**src/rtl/cca_pkg.sv**
```systemverilog
package cca_pkg;
  typedef struct packed {
    logic cmp_en;
    logic cap_pos;
    logic cap_neg;
    logic mat;
    logic tog;
    logic ie;
  } mode_t;

  localparam int MODE_W       = 6;
  localparam int ADDR_CTRL    = 0;
  localparam int ADDR_FLAG    = 1;
  localparam int ADDR_CNT_LO  = 2;
  localparam int ADDR_CNT_HI  = 3;
  localparam int MODE_BASE    = 4;
  localparam int FLAG_OVF_BIT = 7;
endpackage

```
**src/rtl/cca_sync_edge.sv**
```systemverilog
module cca_sync_edge #(
  parameter int STAGES = 2
) (
  input  logic clk_i,
  input  logic rst_ni,
  input  logic pin_i,
  output logic rise_o,
  output logic fall_o
);
  logic [STAGES-1:0] sync_q;
  logic              prev_q;

  always_ff @(posedge clk_i or negedge rst_ni) begin
    if (!rst_ni) begin
      sync_q <= '0;
      prev_q <= 1'b0;
    end else begin
      sync_q <= {sync_q[STAGES-2:0], pin_i};
      prev_q <= sync_q[STAGES-1];
    end
  end

  assign rise_o =  sync_q[STAGES-1] & ~prev_q;
  assign fall_o = ~sync_q[STAGES-1] &  prev_q;
endmodule

```
**src/rtl/cca_counter.sv**
```systemverilog
module cca_counter #(
  parameter int DATA_W = 8,
  localparam int CNT_W = 2 * DATA_W
) (
  input  logic              clk_i,
  input  logic              rst_ni,
  input  logic              tick_i,
  input  logic              wr_lo_i,
  input  logic              wr_hi_i,
  input  logic [DATA_W-1:0] wdata_i,
  output logic [CNT_W-1:0]  cnt_o,
  output logic              wrap_o
);
  logic [CNT_W-1:0] cnt_q;

  always_ff @(posedge clk_i or negedge rst_ni) begin
    if (!rst_ni) begin
      cnt_q <= '0;
    end else if (wr_lo_i) begin
      cnt_q[DATA_W-1:0] <= wdata_i;
    end else if (wr_hi_i) begin
      cnt_q[CNT_W-1:DATA_W] <= wdata_i;
    end else if (tick_i) begin
      cnt_q <= cnt_q + CNT_W'(1);
    end
  end

  assign cnt_o  = cnt_q;
  assign wrap_o = tick_i & (&cnt_q) & ~wr_lo_i & ~wr_hi_i;
endmodule

```
**src/rtl/cca_channel.sv**
```systemverilog
module cca_channel
  import cca_pkg::*;
#(
  parameter int DATA_W      = 8,
  parameter int SYNC_STAGES = 2,
  localparam int CNT_W      = 2 * DATA_W
) (
  input  logic              clk_i,
  input  logic              rst_ni,
  input  logic              pin_i,
  input  logic [CNT_W-1:0]  cnt_i,
  input  logic              tick_i,
  input  logic              wr_mode_i,
  input  logic              wr_lo_i,
  input  logic              wr_hi_i,
  input  logic [DATA_W-1:0] wdata_i,
  input  logic              flag_clr_i,
  output mode_t             mode_o,
  output logic [CNT_W-1:0]  cap_o,
  output logic              flag_o,
  output logic              tog_o
);
  mode_t            mode_q;
  logic [CNT_W-1:0] cap_q;
  logic             flag_q, tog_q;
  logic             rise, fall, cap_evt, match_evt;

  cca_sync_edge #(.STAGES(SYNC_STAGES)) u_sync (
    .clk_i (clk_i),
    .rst_ni(rst_ni),
    .pin_i (pin_i),
    .rise_o(rise),
    .fall_o(fall)
  );

  assign cap_evt   = (mode_q.cap_pos & rise) | (mode_q.cap_neg & fall);
  assign match_evt = mode_q.cmp_en & mode_q.mat & tick_i & (cnt_i == cap_q);

  always_ff @(posedge clk_i or negedge rst_ni) begin
    if (!rst_ni) begin
      mode_q <= '0;
    end else if (wr_mode_i) begin
      mode_q <= mode_t'(wdata_i[MODE_W-1:0]);
    end else if (wr_lo_i) begin
      mode_q.cmp_en <= 1'b0;   // hold off matches until the pair is loaded
    end else if (wr_hi_i) begin
      mode_q.cmp_en <= 1'b1;
    end
  end

  always_ff @(posedge clk_i or negedge rst_ni) begin
    if (!rst_ni) begin
      cap_q <= '0;
    end else if (wr_lo_i) begin
      cap_q[DATA_W-1:0] <= wdata_i;
    end else if (wr_hi_i) begin
      cap_q[CNT_W-1:DATA_W] <= wdata_i;
    end else if (cap_evt) begin
      cap_q <= cnt_i;
    end
  end

  always_ff @(posedge clk_i or negedge rst_ni) begin
    if (!rst_ni) begin
      flag_q <= 1'b0;
      tog_q  <= 1'b0;
    end else begin
      if (cap_evt || match_evt) flag_q <= 1'b1;
      else if (flag_clr_i)      flag_q <= 1'b0;
      if (match_evt && mode_q.tog) tog_q <= ~tog_q;
    end
  end

  assign mode_o = mode_q;
  assign cap_o  = cap_q;
  assign flag_o = flag_q;
  assign tog_o  = tog_q;
endmodule

```
**src/rtl/cap_cmp_array.sv**
```systemverilog
module cap_cmp_array
  import cca_pkg::*;
#(
  parameter int NUM_MOD     = 4,
  parameter int DATA_W      = 8,
  parameter int SYNC_STAGES = 2,
  localparam int CNT_W      = 2 * DATA_W,
  localparam int CAP_BASE   = MODE_BASE + NUM_MOD,
  localparam int ADDR_W     = $clog2(CAP_BASE + 2 * NUM_MOD)
) (
  input  logic               clk_i,
  input  logic               rst_ni,
  input  logic               wr_en_i,
  input  logic [ADDR_W-1:0]  addr_i,
  input  logic [DATA_W-1:0]  wdata_i,
  output logic [DATA_W-1:0]  rdata_o,
  input  logic               cnt_en_i,
  input  logic [NUM_MOD-1:0] cap_i,
  output logic [NUM_MOD-1:0] tog_o,
  output logic               irq_o
);
  logic               run_q, ovf_ie_q, ovf_flag;
  logic               wr_ctrl, wr_flag, wr_cnt_lo, wr_cnt_hi;
  logic               tick, wrap;
  logic [CNT_W-1:0]   cnt_q;
  mode_t              mode   [NUM_MOD];
  logic [CNT_W-1:0]   cap    [NUM_MOD];
  logic [NUM_MOD-1:0] mod_flag, ie_vec, cmp_en_vec;

  assign wr_ctrl   = wr_en_i && (addr_i == ADDR_W'(ADDR_CTRL));
  assign wr_flag   = wr_en_i && (addr_i == ADDR_W'(ADDR_FLAG));
  assign wr_cnt_lo = wr_en_i && (addr_i == ADDR_W'(ADDR_CNT_LO));
  assign wr_cnt_hi = wr_en_i && (addr_i == ADDR_W'(ADDR_CNT_HI));
  assign tick      = run_q & cnt_en_i;

  always_ff @(posedge clk_i or negedge rst_ni) begin
    if (!rst_ni) begin
      run_q    <= 1'b0;
      ovf_ie_q <= 1'b0;
    end else if (wr_ctrl) begin
      run_q    <= wdata_i[0];
      ovf_ie_q <= wdata_i[1];
    end
  end

  always_ff @(posedge clk_i or negedge rst_ni) begin
    if (!rst_ni)                              ovf_flag <= 1'b0;
    else if (wrap)                            ovf_flag <= 1'b1;
    else if (wr_flag && wdata_i[FLAG_OVF_BIT]) ovf_flag <= 1'b0;
  end

  cca_counter #(.DATA_W(DATA_W)) u_counter (
    .clk_i  (clk_i),
    .rst_ni (rst_ni),
    .tick_i (tick),
    .wr_lo_i(wr_cnt_lo),
    .wr_hi_i(wr_cnt_hi),
    .wdata_i(wdata_i),
    .cnt_o  (cnt_q),
    .wrap_o (wrap)
  );

  for (genvar g = 0; g < NUM_MOD; g++) begin : g_chan
    logic wr_mode, wr_lo, wr_hi;
    assign wr_mode = wr_en_i && (addr_i == ADDR_W'(MODE_BASE + g));
    assign wr_lo   = wr_en_i && (addr_i == ADDR_W'(CAP_BASE + 2 * g));
    assign wr_hi   = wr_en_i && (addr_i == ADDR_W'(CAP_BASE + 2 * g + 1));

    cca_channel #(.DATA_W(DATA_W), .SYNC_STAGES(SYNC_STAGES)) u_chan (
      .clk_i     (clk_i),
      .rst_ni    (rst_ni),
      .pin_i     (cap_i[g]),
      .cnt_i     (cnt_q),
      .tick_i    (tick),
      .wr_mode_i (wr_mode),
      .wr_lo_i   (wr_lo),
      .wr_hi_i   (wr_hi),
      .wdata_i   (wdata_i),
      .flag_clr_i(wr_flag & wdata_i[g]),
      .mode_o    (mode[g]),
      .cap_o     (cap[g]),
      .flag_o    (mod_flag[g]),
      .tog_o     (tog_o[g])
    );

    assign ie_vec[g]     = mode[g].ie;
    assign cmp_en_vec[g] = mode[g].cmp_en;
  end

  assign irq_o = (|(mod_flag & ie_vec)) | (ovf_flag & ovf_ie_q);

  always_comb begin
    rdata_o = '0;
    if (addr_i == ADDR_W'(ADDR_CTRL)) rdata_o[1:0] = {ovf_ie_q, run_q};
    if (addr_i == ADDR_W'(ADDR_FLAG)) begin
      rdata_o[NUM_MOD-1:0]  = mod_flag;
      rdata_o[FLAG_OVF_BIT] = ovf_flag;
    end
    if (addr_i == ADDR_W'(ADDR_CNT_LO)) rdata_o = cnt_q[DATA_W-1:0];
    if (addr_i == ADDR_W'(ADDR_CNT_HI)) rdata_o = cnt_q[CNT_W-1:DATA_W];
    for (int k = 0; k < NUM_MOD; k++) begin
      if (addr_i == ADDR_W'(MODE_BASE + k))      rdata_o[MODE_W-1:0] = mode[k];
      if (addr_i == ADDR_W'(CAP_BASE + 2 * k))     rdata_o = cap[k][DATA_W-1:0];
      if (addr_i == ADDR_W'(CAP_BASE + 2 * k + 1)) rdata_o = cap[k][CNT_W-1:DATA_W];
    end
  end
endmodule

```
**config.mk**
```make
export PLATFORM = sky130hd
export DESIGN_NAME = cap_cmp_array
export DESIGN_NICKNAME = d
export VERILOG_FILES = /design/src/rtl/cca_pkg.sv /design/src/rtl/cca_sync_edge.sv /design/src/rtl/cca_counter.sv /design/src/rtl/cca_channel.sv /design/src/rtl/cap_cmp_array.sv
export SDC_FILE = /design/constraint.sdc
export NUM_CORES = 1
export LEC_CHECK = 0
export ABC_AREA = 1
export BUFFER_PORTS_ARGS = -buffer_cell sky130_fd_sc_hd__buf_2
export CAP_MARGIN = 0
export CORE_UTILIZATION = 35
export CTS_BUF_LIST = sky130_fd_sc_hd__clkbuf_8 sky130_fd_sc_hd__clkbuf_16
export DETAILED_ROUTE_END_ITERATION = 8
export PLACE_DENSITY = 0.62
export SETUP_SLACK_MARGIN = 0.15
export SYNTH_ARGS = -nofsm -noshare
export SYNTH_HDL_FRONTEND = slang
export SYNTH_HIERARCHICAL = 1
export SYNTH_SLANG_ARGS = --single-unit
```
**constraint.sdc**
```tcl
create_clock -name clk_i -period 1.55 [get_ports clk_i]
set_input_delay 0.0775 -clock clk_i [delete_from_list [all_inputs] [get_ports clk_i]]
set_output_delay 0.0775 -clock clk_i [all_outputs]
set_load 0.005 [all_outputs]
```
==> flow_summary.toml, run 1 <==
[global_route]
grt_overflow = 0
grt_pass1_vias = 9253
grt_first_pass_wirelength_um = 51070
grt_max_degree = 35
grt_antenna_before_repair = 0
grt_use_total = 0.2592

[cells_and_area]
instances_no_fill = 1951
layout.nets = 1629
antenna_cells = 0
fillers = 2531
final_common_cell = "nand2_1"
fin_util = 0.4834
drive_gt1_frac = 0.2881
ff_latch_area_um2 = 3191
multiInputGateArea_um2 = 5192
fin_area_um2 = 12140
mostFrequentLayoutCells = "nand2_1 (497), inv_1 (216), dfrtp_1 (117)"
areaGrowthSynthToFinish_pct = 36.20

[cts]
clock_latency_ns = 0.43
root_buffer = "clkbuf_16"
cts_tree = "built"
clk_pin_slew_ns = 0.06
clock_sinks = 127
htreeDepth = 4
cts-buffers-inserted = 17
cts_buffer_depth = 2

[placement]
globalplace.congestion = 1.010
dp.cells = 1875
portBuffers = 32
detailed_place_hpwl_um = 24630
dpl-instance-area_um2 = 10230

[pwr]
power_density_nw_per_um2 = 1520
power_leakage_uw = 0.005967
peakVddDrop_uv = 715.7

[sta]
setup_viol = 12
hold_viol = 0
relSlewSlack = 0.6288
fmax_mhz = 506.3
fin_worst_skew_ns = 0.01156
setup_slack_ns = -0.4252
setup_tns_ns = -3.257
period_minus_slack_ns = 1.975
rsz0062_at_grt = "yes"
period_share = 1.274
finalMaxSlewViolations = 0
worst_slew_pin_slew_ns = 0.5569

[outcome]
status = "complete, but fails checks"
violations = "DRC, setup timing"

[run]
maxCapViolations = 0

[synthesis]
ys.warnings.count = 6
ys_ff_latch = 127
synth_top_area_frac = 0.3566
synth_fp_nets = 1447
yosysSeqAreaShare = 0.3566
netlist_area_um2 = 8911
synth_area_leaders = "dfrtp_1 (36%), nand2_1 (24%), inv_1 (10%)"
synth_largest_area_cell = "dfrtp_1"
synthCells = 1426
ys_types = 37
syn_area_per_cell_um2 = 6.249

[worst_setup_path]
cp_max_fo = 3
endpoint_kind = "output pin"
cp.required_ns = 1.47
path_depth = 9
crit_slowest_cell = "dfrtp_1"
path_class = "reg -> out"
crit_buf_inv = 1
arrival_ns = 1.90
max_stage_delay_ns = 0.44
path_cells = "nand2_1, nand3_1, nor2_1, nand4_1, o21ai_1, nand3_1, nor2_2, nand4_1, buf_2"
startpoint_type = "flip-flop"
reg2regPathDepth = 9
crit_family = "simple AND/OR/NAND/NOR gates"

[min_path]
whs_path_depth = 3
hp-class = "in -> reg"

[drt]
drt_wl_total_um = 33770
wl_per_cell_um = 17.31
drt_iter0_drc = 835
drc_errors = 1
routed_via_density = 5.067
first_pass_iters = 7
ant_nets = 0
via_count = 9886

[die]
coreArea_um2 = 25110
die_w_um = 161.6
num_io_pins = 33
dieArea_um2 = 26100
rows = 58
start_util = 0.3549
die_h_um = 161.6
[worst min-delay path, delay by kind of cell]
kind          cells  cell delay, ns
buf+inv           1            0.20
simple gates      2            0.14
[cell families (layout without fill, tap and decap cells)]
logic type,count (synthesis),count (layout),share of synthesized area
xor+xnor,9,9,0.008845
fa+ha+maj,1,1,0.001404
flops,127,127,0.3566
simple gates,790,790,0.3623
compound gates,207,207,0.1324
buf+inv,292,487,0.1384
[path summary, 6_finish.rpt]
| path | startpoint | to | slack, ns |
|---|---|---|---|
| worst max-delay path | u_counter/cnt_o[5] | rdata_o[5] | -0.43 |
| worst min-delay path | wdata_i[1] | g_chan[3].u_chan/mode_o[1] | 0.04 |
| worst max register to register | u_counter/cnt_o[15] | ovf_flag | -0.05 |
| worst min register to register | g_chan[0].u_chan/u_sync/sync_q[0] | g_chan[0].u_chan/u_sync/sync_q[1] | 0.35 |
| max in group asynchronous | rst_ni | u_counter/cnt_o[13] | 0.88 |
| min in group asynchronous | rst_ni | g_chan[0].u_chan/mode_o[1] | 0.12 |
[report_power, final]
part | internal (uW) | total (uW) | switching, uW
clock network | 2360 | 4000 | 1650
logic | 3560 | 8860 | 5300
registers | 4360 | 5580 | 1220
total | 10300 | 18400 | 8170
[per-stage QoR]
stage          hold WS (ns)  setup slack (ns)  total power, uW
2_1_floorplan       -0.2181            0.1519             9366
3_3_place_gp       0.006533           -0.1944            11870
3_5_place_dp       0.007687           -0.1771            12070
4_1_cts             0.01088           -0.4821            17110
5_1_grt             0.05619           -0.5560            19620
6_report            0.03623           -0.4252            18450
[metal layers]
metal,wire length (um),track usage,vias up
met2,15100,0.4148,391
met1,14790,0.3509,4650
met3,2464,0.03826,81
met5,0,0,-
li1,-,-,4764
met4,1413,0.1025,0
[layout make-up]
| class | count | share of cell area |
|---|---|---|
| Clock inverter | 15 | 0.01227 |
| Inverter | 260 | 0.08175 |
| Multi-Input combinational cell | 1007 | 0.4278 |
| Timing Repair Buffer | 194 | 0.1456 |
| Clock buffer | 17 | 0.03505 |
| Sequential cell | 127 | 0.2629 |
| Timing Repair inverter | 1 | 0.0006186 |
| Tap cell | 330 | 0.03402 |
[sequential cells by signal, summed over array words and instances (netlist names), 4 cells and up]
| name | count |
|---|---|
| g_chan.u_chan/u_sync/sync_q | 8 |
| g_chan.u_chan/u_sync/prev_q | 4 |
| g_chan.u_chan/flag_o | 4 |
| g_chan.u_chan/mode_o | 24 |
| g_chan.u_chan/tog_o | 4 |
| u_counter/cnt_o | 16 |
| g_chan.u_chan/cap_o | 64 |
[Yosys cell counts]
library cell	n
nand2_1	571
inv_1	244
o21ai_0	149
dfrtp_1	127
nor2_1	107
nand3_1	41
nand4_1	39
buf_6	16
a21oi_1	15
inv_2	15
nor2_2	11
o211ai_1	11
buf_2	10
o21ai_1	10
nand2_2	7
nor2_4	5
xor2_1	5
clkbuf_1	4
nor3_1	4
o21ai_4	4
o22ai_2	4
xnor2_1	4
o21bai_1	3
a221oi_1	2
nand3_2	2
o21ai_2	2
o221ai_1	2
o22ai_1	2
or2_0	2
a211oi_1	1
a21o_1	1
buf_1	1
buf_4	1
clkinv_2	1
ha_1	1
nor4_2	1
o311ai_1	1
[what timing repair did]
action                                  4_1_cts  5_1_grt
endpoints found under the setup margin       68       95
gates cloned                                  0        3
hold buffers                                  5        0
buffers inserted                             23       13
gates resized for setup                     114      236
pin swaps                                    49       52
hold endpoints to repair                    131        0
(Power assumes the default switching activity.)
==> run 2, diff against run 1 <==
- MAX_ROUTING_LAYER: default -> met4
- SETUP_SLACK_MARGIN: 0.15 -> 0.3
- SLEW_MARGIN: default -> 5
==> run 2 against run 1 <==
  * The run ends with setup timing left
  * Sequential share of layout area down 0.28 points
  * Non-clock buffer count down 1
  * Core utilization up 0.50 points
  * Sequential cell count unchanged
  * Sequential power down 1%
  * Critical path depth up 2
  * Routed wire length down 0.61%
  * Critical path type unchanged
  * Largest power group unchanged
==> flow_summary.toml, run 2 (synthesis results as in run 1) <==
[sta]
hold_viol = 0
finalMaxSlewViolations = 0
relSlewSlack = 0.6377
setup_slack_ns = -0.4593
period_minus_slack_ns = 2.009
worst_slew_pin_slew_ns = 0.5434
fmax_mhz = 497.7
setup_viol = 31
fin_worst_skew_ns = 0.009079
period_share = 1.296
rsz0062_at_grt = "yes"
setup_tns_ns = -4.569

[global_route]
grt_overflow = 0
grt_first_pass_wirelength_um = 51050
grt_max_degree = 49
grt_use_total = 0.2691
grt_antenna_before_repair = 0
grt_pass1_vias = 9161

[worst_setup_path]
crit_slowest_cell = "dfrtp_2"
r2r_slack_ns = -0.12
arrival_ns = 1.93
crit_end = "rdata_o[1]"
path_cells = "nand3_2, nand2_2, nor2_2, nand4_1, nand2_2, nand3_2, nand2_1, nand3_2, nand2_2, nand4_1, buf_2"
startpoint = "g_chan[1].u_chan/flag_o"
max_stage_delay_ns = 0.44
endpoint_kind = "output pin"
path_class = "reg -> out"
startpoint_type = "flip-flop"
r2r_start = "run_q"
r2r-end = "u_counter/cnt_o[14]"
cp.required_ns = 1.47
cp_max_fo = 3
reg2regPathDepth = 11

[run]
maxCapViolations = 0

[die]
coreArea_um2 = 25110
start_util = 0.3549
die_w_um = 161.6
dieArea_um2 = 26100
die_h_um = 161.6
num_io_pins = 33
rows = 58

[placement]
portBuffers = 32
globalplace.congestion = 0.9377
detailed_place_hpwl_um = 23960
dp.cells = 1874
dp_slack_ns = -0.1605

[cells_and_area]
final_common_cell = "nand2_1"
areaGrowthSynthToFinish_pct = 37.62
largest_register_ff_count = 64
fillers = 2547
mostFrequentLayoutCells = "nand2_1 (489), inv_1 (220), dfrtp_1 (118)"
layout.nets = 1629
instances_no_fill = 1950
fin_util = 0.4884
antenna_cells = 0
drive_gt1_frac = 0.2981

[min_path]
hp-class = "in -> reg"
hold_start = "wdata_i[1]"

[outcome]
status = "complete, but fails checks"
violations = "setup timing"

[pwr]
power_density_nw_per_um2 = 1507
peakVddDrop_uv = 716.2
power_leakage_uw = 0.005987

[drt]
routed_via_density = 4.945
wl_per_cell_um = 17.21
first_pass_iters = 5
via_count = 9642
drc_errors = 0
drt_wl_total_um = 33570
drt_iter0_drc = 765
ant_nets = 0

[cts]
htreeDepth = 4
cts_buffer_depth = 2
clock_sinks = 127
root_buffer = "clkbuf_16"
clock_latency_ns = 0.43
cts-buffers-inserted = 17
clk_pin_slew_ns = 0.06
cts_tree = "built"
## run 2: metrics by stage
stage	cell area [um^2]	power [uW]	hold slack, ns
6_report	12260	18480	0.04712
5_1_grt	12260	19660	0.05085
4_1_cts	11640	17630	0.03182
3_5_place_dp	10340	12390	-0.0007119
3_3_place_gp	10340	12210	-0.003975
2_1_floorplan	9016	9478	-0.2181
## run 2: how the worst min path moves through the flow
stage          slack (ns)  depth (start not counted)                          to
3_3_place_gp       -0.004                          1  g_chan[3].u_chan/cap_o[10]
5_1_grt              0.05                          3                    ovf_ie_q
2_1_floorplan       -0.22                          0   g_chan[0].u_chan/cap_o[0]
3_5_place_dp      -0.0007                          1  g_chan[3].u_chan/cap_o[10]
6_report             0.05                          3                    ovf_ie_q
4_1_cts              0.03                          3                    ovf_ie_q
## run 2: final cells by class
| type | instances | area [um^2] | area share |
|---|---|---|---|
| repair buffers | 193 | 1722 | 0.1404 |
| well taps | 330 | 412.9 | 0.03367 |
| clock buffers | 17 | 425.4 | 0.03469 |
| multi-input cells | 1007 | 5276 | 0.4303 |
| clock inverters | 14 | 191.4 | 0.01561 |
| repair inverters | 2 | 16.27 | 0.001326 |
| inverters | 260 | 1030 | 0.08397 |
| flip-flops and latches | 127 | 3189 | 0.2601 |
## run 2: repair_timing
| item | 4_1_cts | 5_1_grt |
|---|---|---|
| setup buffers | 23 | 12 |
| hold endpoints to repair | 131 | 0 |
| resized for setup | 162 | 161 |
| pin swaps | 41 | 87 |
| setup endpoints to repair | 96 | 98 |
| hold buffers | 5 | 0 |
| cloned | 4 | 1 |
## run 2: power by group
| group | internal (uW) | leakage, uW | switching [uW] |
|---|---|---|---|
| clock network | 2690 | 0.000303 | 1660 |
| logic | 3420 | 0.00410 | 5190 |
| registers | 4360 | 0.00159 | 1170 |
| total | 10500 | 0.00599 | 8010 |
## run 2: metal layers
layer  track usage  wire length [um]  vias to the layer above  part of all wire
met1        0.3351             14450                     4511              0.43
met3       0.04058              1989                       62             0.059
met5             -                 0                        -                 0
met4        0.1154              1192                        0             0.036
met2        0.4336             15940                      311              0.47
li1              -                 -                     4758                 -
## run 2: worst max-delay path, delay by kind of cell, from the launching register on
kind | cells | cell delay [ns]
buf+inv | 1 | 0.14
flops | 1 | 0.44
simple gates | 10 | 0.93
